[config.mk]
export PLATFORM = sky130hd
export DESIGN_NAME = sweep_seq_top
export DESIGN_NICKNAME = d
export VERILOG_FILES = /design/src/rtl/sweep_seq_pkg.sv /design/src/rtl/prod_walker.sv /design/src/rtl/line_walker.sv /design/src/rtl/phase_seq.sv /design/src/rtl/sweep_seq_top.sv
export SDC_FILE = /design/constraint.sdc
export NUM_CORES = 1
export LEC_CHECK = 0
export BUFFER_PORTS_ARGS = -buffer_cell sky130_fd_sc_hd__buf_4
export CORE_AREA = 2 2 46 48
export CTS_BUF_LIST = sky130_fd_sc_hd__clkbuf_2
export CTS_CLUSTER_SIZE = 16
export DETAILED_ROUTE_END_ITERATION = 12
export DIE_AREA = 0 0 48 50
export PLACE_DENSITY = 0.78
export SLEW_MARGIN = 20
export SYNTH_ARGS = -nofsm -noshare
export SYNTH_HDL_FRONTEND = slang
export SYNTH_SLANG_ARGS = --single-unit
[constraint.sdc]
create_clock -name clk -period 2 [get_ports clk]
set_input_delay 0.2 -clock clk [delete_from_list [all_inputs] [get_ports clk]]
set_output_delay 0.2 -clock clk [all_outputs]
set_load 0.05 [all_outputs]
[src/rtl/sweep_seq_pkg.sv]
package sweep_seq_pkg;
  typedef enum logic [2:0] {
    PH_IDLE = 3'd0,
    PH_ALL  = 3'd1,
    PH_ORA  = 3'd2,
    PH_ORB  = 3'd3,
    PH_TRUE = 3'd4,
    PH_COMP = 3'd5,
    PH_DONE = 3'd6
  } phase_t;
endpackage

[src/rtl/prod_walker.sv]
module prod_walker #(
  parameter int N_PROD = 6
) (
  input  logic              clk,
  input  logic              rst_n,
  input  logic              clr,
  input  logic              seed,
  input  logic              adv,
  output logic [N_PROD-1:0] act,
  output logic              at_last
);
  for (genvar b = 0; b < N_PROD; b++) begin : g_cell
    localparam int SRC = (b == 0) ? N_PROD - 1 : b - 1;
    always_ff @(posedge clk or negedge rst_n) begin
      if (!rst_n)    act[b] <= 1'b0;
      else if (clr)  act[b] <= 1'b0;
      else if (seed) act[b] <= (b == 0);
      else if (adv)  act[b] <= act[SRC];
    end
  end

  assign at_last = act[N_PROD-1];

  a_r8_single_line: assert property (@(posedge clk) disable iff (!rst_n) $onehot0(act));
  a_r3_walk_step: assert property (@(posedge clk) disable iff (!rst_n)
    (adv && !clr && !seed && act[0]) |=> act[(N_PROD > 1) ? 1 : 0]);
endmodule

[src/rtl/line_walker.sv]
module line_walker #(
  parameter int N_IN = 4
) (
  input  logic            clk,
  input  logic            rst_n,
  input  logic            init,
  input  logic            adv,
  output logic [N_IN-1:0] sel,
  output logic            at_last
);
  for (genvar b = 0; b < N_IN; b++) begin : g_cell
    localparam int SRC = (b == 0) ? N_IN - 1 : b - 1;
    always_ff @(posedge clk or negedge rst_n) begin
      if (!rst_n)    sel[b] <= 1'b0;
      else if (init) sel[b] <= (b == 0);
      else if (adv)  sel[b] <= sel[SRC];
    end
  end

  assign at_last = sel[N_IN-1];

  a_r6_line_holds: assert property (@(posedge clk) disable iff (!rst_n)
    (!init && !adv) |=> $stable(sel));
endmodule

[src/rtl/phase_seq.sv]
module phase_seq
  import sweep_seq_pkg::*;
(
  input  logic   clk,
  input  logic   rst_n,
  input  logic   start,
  input  logic   prod_last,
  input  logic   line_last,
  output phase_t phase,
  output logic   prod_clr,
  output logic   prod_seed,
  output logic   prod_adv,
  output logic   line_init,
  output logic   line_adv
);
  phase_t nxt;

  always_comb begin
    nxt       = phase;
    prod_clr  = 1'b0;
    prod_seed = 1'b0;
    prod_adv  = 1'b0;
    line_init = 1'b0;
    line_adv  = 1'b0;
    unique case (phase)
      PH_IDLE, PH_DONE: if (start) begin
        nxt       = PH_ALL;
        prod_clr  = 1'b1;
        line_init = 1'b1;
      end
      PH_ALL: begin
        nxt       = PH_ORA;
        prod_seed = 1'b1;
      end
      PH_ORA: begin
        prod_adv = 1'b1;
        if (prod_last) nxt = PH_ORB;
      end
      PH_ORB: begin
        prod_adv = 1'b1;
        if (prod_last) nxt = PH_TRUE;
      end
      PH_TRUE: begin
        prod_adv = 1'b1;
        if (prod_last) begin
          if (line_last) begin
            nxt       = PH_COMP;
            line_init = 1'b1;
          end else begin
            line_adv = 1'b1;
          end
        end
      end
      PH_COMP: begin
        if (prod_last && line_last) begin
          nxt      = PH_DONE;
          prod_clr = 1'b1;
        end else begin
          prod_adv = 1'b1;
          line_adv = prod_last;
        end
      end
      default: nxt = PH_IDLE;
    endcase
  end

  always_ff @(posedge clk or negedge rst_n) begin
    if (!rst_n) phase <= PH_IDLE;
    else        phase <= nxt;
  end

  a_r9_start_ignored: assert property (@(posedge clk) disable iff (!rst_n)
    (phase inside {PH_ORA, PH_ORB, PH_TRUE, PH_COMP}) |=> (phase != PH_ALL));
  a_r2_all_one_cycle: assert property (@(posedge clk) disable iff (!rst_n)
    (phase == PH_ALL) |=> (phase == PH_ORA));
endmodule

[src/rtl/sweep_seq_top.sv]
module sweep_seq_top
  import sweep_seq_pkg::*;
#(
  parameter int N_IN   = 4,
  parameter int N_PROD = 6
) (
  input  logic              clk,
  input  logic              rst_n,
  input  logic              start,
  output logic [N_IN-1:0]   pla_x,
  output logic              true_off,
  output logic              comp_off,
  output logic [N_PROD-1:0] prod_off,
  output logic [2:0]        phase,
  output logic              cmp_hold,
  output logic              cmp_start_a,
  output logic              cmp_start_b,
  output logic              done
);
  phase_t            ph;
  logic              prod_clr, prod_seed, prod_adv, line_init, line_adv;
  logic              prod_last, line_last;
  logic [N_PROD-1:0] act;
  logic [N_IN-1:0]   line;

  phase_seq u_seq (
    .clk(clk), .rst_n(rst_n), .start(start),
    .prod_last(prod_last), .line_last(line_last), .phase(ph),
    .prod_clr(prod_clr), .prod_seed(prod_seed), .prod_adv(prod_adv),
    .line_init(line_init), .line_adv(line_adv)
  );

  prod_walker #(.N_PROD(N_PROD)) u_prod (
    .clk(clk), .rst_n(rst_n), .clr(prod_clr), .seed(prod_seed),
    .adv(prod_adv), .act(act), .at_last(prod_last)
  );

  line_walker #(.N_IN(N_IN)) u_line (
    .clk(clk), .rst_n(rst_n), .init(line_init), .adv(line_adv),
    .sel(line), .at_last(line_last)
  );

  logic in_cross;
  assign in_cross = (ph == PH_TRUE) || (ph == PH_COMP);

  always_comb begin
    unique case (ph)
      PH_ORB:  pla_x = '1;
      PH_TRUE: pla_x = line;
      PH_COMP: pla_x = ~line;
      default: pla_x = '0;
    endcase
  end

  assign true_off    = (ph == PH_ORA) || (ph == PH_ORB) || (ph == PH_COMP);
  assign comp_off    = (ph == PH_ORA) || (ph == PH_ORB) || (ph == PH_TRUE);
  assign prod_off    = ~act;
  assign phase       = ph;
  assign cmp_hold    = !(in_cross && prod_last);
  assign cmp_start_a = (ph == PH_ALL);
  assign cmp_start_b = (ph == PH_ORB) && act[0];
  assign done        = (ph == PH_DONE);

  a_r7_done_normal: assert property (@(posedge clk) disable iff (!rst_n)
    done |-> (&prod_off && !true_off && !comp_off));
  a_r4_true_row_onehot: assert property (@(posedge clk) disable iff (!rst_n)
    (ph == PH_TRUE) |-> ($onehot(pla_x) && $countones(prod_off) == N_PROD - 1));
  a_r6_row_stable: assert property (@(posedge clk) disable iff (!rst_n)
    (in_cross && cmp_hold) |=> $stable(pla_x));
  a_r2_all_off: assert property (@(posedge clk) disable iff (!rst_n)
    cmp_start_a |-> &prod_off);
endmodule

Word-level counts from Yosys, hierarchy flattened
Index checks and enable logic that the tools add are counted.
{"block": "word_totals", "ff_bits": 13, "inputBits": 3, "output_inout_bits": 19, "elab_cells": 86}
{"block": "classes", "eq_ne": 12, "n_mux": 47, "n_bitwise": 2, "reduce_logical": 14}
{"cell": "$mux W1", "count": 35}
{"cell": "$mux W3", "count": 6}
{"cell": "$pmux W3 S6", "count": 1}
{"cell": "$pmux W4 S3", "count": 1}
{"cell": "$ne A2 B1 Y1 const B", "count": 5}
{"cell": "$eq A3 B3 Y1 const B", "count": 3}
{"cell": "$pmux W1 S2", "count": 4}
{"cell": "$eq A3 B2 Y1 const B", "count": 2}
{"cell": "$not A6 Y6", "count": 1}
{"cell": "$reduce_and A6 Y1", "count": 1}
{"cell": "$logic_or A1 B1 Y1", "count": 4}
{"cell": "$not A4 Y4", "count": 1}
{"cell": "$eq A3 B1 Y1 const B", "count": 1}
{"cell": "$logic_and A1 B1 Y1", "count": 3}
{"cell": "$logic_not A3 Y1", "count": 1}
{"cell": "$reduce_bool A3 Y1", "count": 1}
{"cell": "$reduce_or A3 Y1", "count": 1}
{"cell": "$ne A2 B2 Y1 const B", "count": 1}
{"cell": "$reduce_bool A2 Y1", "count": 1}
{"cell": "$reduce_or A2 Y1", "count": 1}
{"cell": "$logic_not A1 Y1", "count": 1}

Logic depth before layout (Yosys ltp)
{"block": "logic_depth", "ltp_word": 6, "depth_mapped": 5, "depth_no_buf": 3}

Cells and area by module
From an unflattened synthesis, not the netlist that was laid out.
{"block": "hier_totals", "cells_unflattened": 92, "hier_area_um2": 854.6}
{"module": "prod_walker", "n_inst": 1, "cells_per_inst": 21, "area_each_um2": 262.8, "seq_area_each_um2": 150.1}
{"module": "phase_seq", "n_inst": 1, "cells_per_inst": 32, "area_each_um2": 255.2, "seq_area_each_um2": 75.1}
{"module": "line_walker", "n_inst": 1, "cells_per_inst": 14, "area_each_um2": 171.4, "seq_area_each_um2": 100.1}
{"module": "sweep_seq_top", "n_inst": 1, "cells_per_inst": 25, "area_each_um2": 165.2, "seq_area_each_um2": 0.0}

Worst setup path before layout
No wires, ideal clock.
{"block": "synth_path", "path_type": "register to output", "start": "reg u_seq.phase[0]", "end": "out pla_x[0]", "t_arrival_ns": 2.275, "required_time_ns": 1.800, "slack_ns": -0.475, "stages_incl_launch_ff": 5, "path_buffers": 2, "cell_sequence": "dfrtp_1 -> buf_2 -> buf_2 -> xnor2_1 -> o21ai_0"}
{"block": "synth_via", "elab_chain_len": 2, "elab_cells_between_ends": 4, "cone_classes": "eq/ne (3); mux (1)"}
{"item": "start, declared", "line_no": "phase_seq.sv:9", "source": "output phase_t phase,"}
{"item": "start signal, assigned", "line_no": "phase_seq.sv:69", "source": "else phase <= nxt;"}
{"item": "$eq A3 B3 Y1 / $eq A3 B2 Y1 (equally long branches)", "line_no": "sweep_seq_top.sv:47", "source": "unique case (ph)"}
{"item": "$pmux W4 S3 *", "line_no": "sweep_seq_top.sv:47"}
{"item": "end, declared", "line_no": "sweep_seq_top.sv:10", "source": "output logic [N_IN-1:0] pla_x,"}
Mark *: on every way between the ends. The rest lies on a longest branch, timed or not.

Worst setup path in the final report
{"block": "layout_path", "start": "reg u_seq.phase[2]", "end": "out pla_x[0]"}
The elaborated chain is that of the path after synthesis.

==> impl_metrics.tcl <==
set metrics [dict create \
    dpl.hpwl_mm 1.630 \
    diodes 0 \
    die_h_um 50 \
    synth-seq-cells 13 \
    grt_use_total_pct 21.93 \
    via_count 976 \
    overflow 0 \
    die_w_um 48 \
    yosysTopAreaCellShare_pct 33.33 \
    ys_top_cells_by_area "dfrtp_1 (33%), a21oi_1 (5.6%), buf_2 (4.1%)" \
    path_max_fanout 13 \
    synth_edf_count 0 \
    cts_buffer_depth 2 \
    p_per_area_nw_per_um2 356.1 \
    rr_startpoint "u_seq.phase[1]$_DFFE_PN0P_" \
    power_switching_uw 101.1 \
    clkPwrFrac_pct 34.7 \
    hold_viol 0 \
    cp.required_ns 1.80 \
    worstSetupStartpointType "flop" \
    rsz0062_at_grt "false" \
    fmax_mhz 546.8 \
    cts_tree "done" \
    rr_endpoint "u_prod.act[2]$_DFFE_PN0P_" \
    gp_congestion 0.8055 \
    area_growth_pct 21.28 \
    ios 22 \
    drive_gt1_share_pct 29.10 \
    core_area_sq_um 1902 \
    drc 0 \
    drtPass1Iterations 4 \
    root_buffer "clkbuf_2" \
    placedCellCount 156 \
    ir_drop_uv 287.7 \
    postRouteAntennaNets 0 \
    finClkSkew_ns 0.0006828 \
    cts_made_buffers 3 \
    timing.critical_path.buf_inv 2 \
    crit_arrival_ns 1.63 \
    synth_commonest_cells "dfrtp_1 (13), a21oi_1 (11), inv_1 (10)" \
    h-tree-depth 1 \
    io_buffers 21 \
    nets 138 \
    ys_seq_area_share_pct 33.33 \
    num_rows 16 \
    whs_ns 0.2782 \
    wl_mm 2.317 \
    grt_pass1_wl_mm 3.829 \
    use_met1_pct 32.88 \
    syn-cell-area_sq_um 975.9 \
    viasPerCell 6.062 \
    grt_pass1_vias 864 \
    worst-r2r-setup-slack_ns 0.45 \
    post-route-period-util_pct 91.44 \
    setup_viol 0 \
    grt_busiest_layer "met1" \
    maxSlewHeadroom_pct 74.20 \
    crit_path_cell_trace "buf_4, nand2b_1, o21ai_1, buf_4" \
    leakagePower_uw 0.0004986 \
    status "completed" \
    cpMaxStageDelayCell "dfrtp_2" \
    met2_usage_pct 30.22 \
    hold_class "in -> async" \
    clk_pin_slew_worst_paths_ns 0.13 \
    p_comb_share_pct 3.0 \
    internal_power_uw 320.4 \
    p_sw_share_pct 23.99 \
    pwr-share-seq_pct 62.3 \
    syn_nets 116 \
    cts_num_sinks 13 \
    cp-end-kind "output port" \
    drtIter0Drc 29 \
    yosysMostFrequentCell "dfrtp_1" \
    wl_per_cell_um 14.39 \
    layoutNonFillerInstCount 161 \
    tightest_slew_ns 0.3870 \
    pre_cts_ws_ns 0.3583 \
    die_area_sq_um 2400 \
    yosysTopAreaCell "dfrtp_1" \
    crit_family "flip-flops" \
    synth_warnings 0 \
    drv_cap 0 \
    cts_setup_buffers 0 \
    p_total_uw 421.5 \
    synthDistinctLibCells 37 \
    clk_latency_ns 0.28 \
    finalWorstSetupSlack_ns 0.1712 \
    async_flop_share_pct 100.0 \
    use_met3_pct 3.663 \
    grt_max_degree 20 \
    r2r.worst_path.cells 4 \
    ys.flop_type "dfrtp_1" \
    initial_utilization_pct 51.32 \
    period_minus_slack_ns 1.829 \
    cpMostUsedCell "buf_4" \
    synth_cells 113 \
    crit_type "reg -> out" \
    cpPeakStageDelay_ns 0.51 \
    maxSlewViolCount 0 \
    syn_avg_cell_area_sq_um 8.637 \
    antenna_found_initial 0 \
]
per-stage QoR:
stage	area (sq um)	util [%]	TNS, ns
floorplan	983.4	-	-0.3951
finish	1184	62.24	0
global route	1184	62.24	0
detailed placement	1150	60.46	0
CTS	1180	62.04	0
global placement	1150	60.46	0
cells in the final DEF, fill, tap and decap left out, types with 2 or more instances in the layout:
master     instances
buf_4             26
a21oi_1           11
inv_1             10
dfrtp_1           10
nand2_1            9
xnor2_1            4
o21ai_1            4
a32oi_1            4
or3b_1             4
clkbuf_2           4
nand2b_1           3
a21o_1             3
nand3_1            3
a31oi_1            3
o21ai_0            3
mux2i_1            3
dfrtp_2            3
nor2_1             2
a22o_1             2
a2bb2oi_1          2
flip-flops by register name, indices dropped and copies added, names as in the netlist:
signal,count
u_line.at_last,1
u_prod.at_last,1
u_line.sel,3
u_seq.phase,3
u_prod.act,5
cell families (layout without fill, tap and decap cells):
logic type             after synthesis  in the layout  share of synthesized area, %
buffers and inverters               20             41                         10.26
flip-flops                          13             13                         33.33
multiplexers                         3              3                         3.077
AND/OR/NAND/NOR                     30             30                         18.21
XOR/XNOR                             4              4                         3.589
AO/OA/AOI/OAI                       43             43                         31.54
repair_timing:
| item | CTS | global route |
|---|---|---|
| hold buffers | 1 | 0 |
| gates resized for setup | 0 | 3 |
| endpoints found under the setup margin | 0 | 7 |
| hold endpoints to repair | 13 | 0 |
layer usage:
metal  wire, um  vias up
met4         57        0
met1       1101      472
li1           -      458
met5          0        -
met3        120        7
met2       1037       39
worst max-delay path by stage:
stage,from,end,cells after the start
floorplan,u_seq.phase[0]$_DFFE_PN0P_,pla_x[0],4
global placement,u_seq.phase[1]$_DFFE_PN0P_,u_prod.at_last$_DFFE_PN0P_,3
detailed placement,u_seq.phase[0]$_DFFE_PN0P_,u_prod.at_last$_DFFE_PN0P_,3
CTS,u_seq.phase[1]$_DFFE_PN0P_,pla_x[0],4
global route,u_seq.phase[2]$_DFFE_PN0P_,pla_x[3],4
finish,u_seq.phase[2]$_DFFE_PN0P_,pla_x[0],4
layout make-up:
type / instances / area (sq um)
Multi-Input combinational cell: 80 / 558.0
Timing Repair Buffer: 27 / 205.2
Clock buffer: 4 / 20.02
Inverter: 10 / 37.54
Tap cell: 27 / 33.78
Sequential cell: 13 / 329.1
Fill cell: 179 / 718.2
power by group through the flow:
stage	combinational (uW)	clock, uW	sequential, uW
after floorplan	0.870	0	268
after global routing	14.1	157	263
final	12.5	146	263
after global placement	10.8	0	268
after CTS	12.7	143	263
after detailed placement	11.4	0	268
No activity file was read; power rests on OpenSTA's default activity.
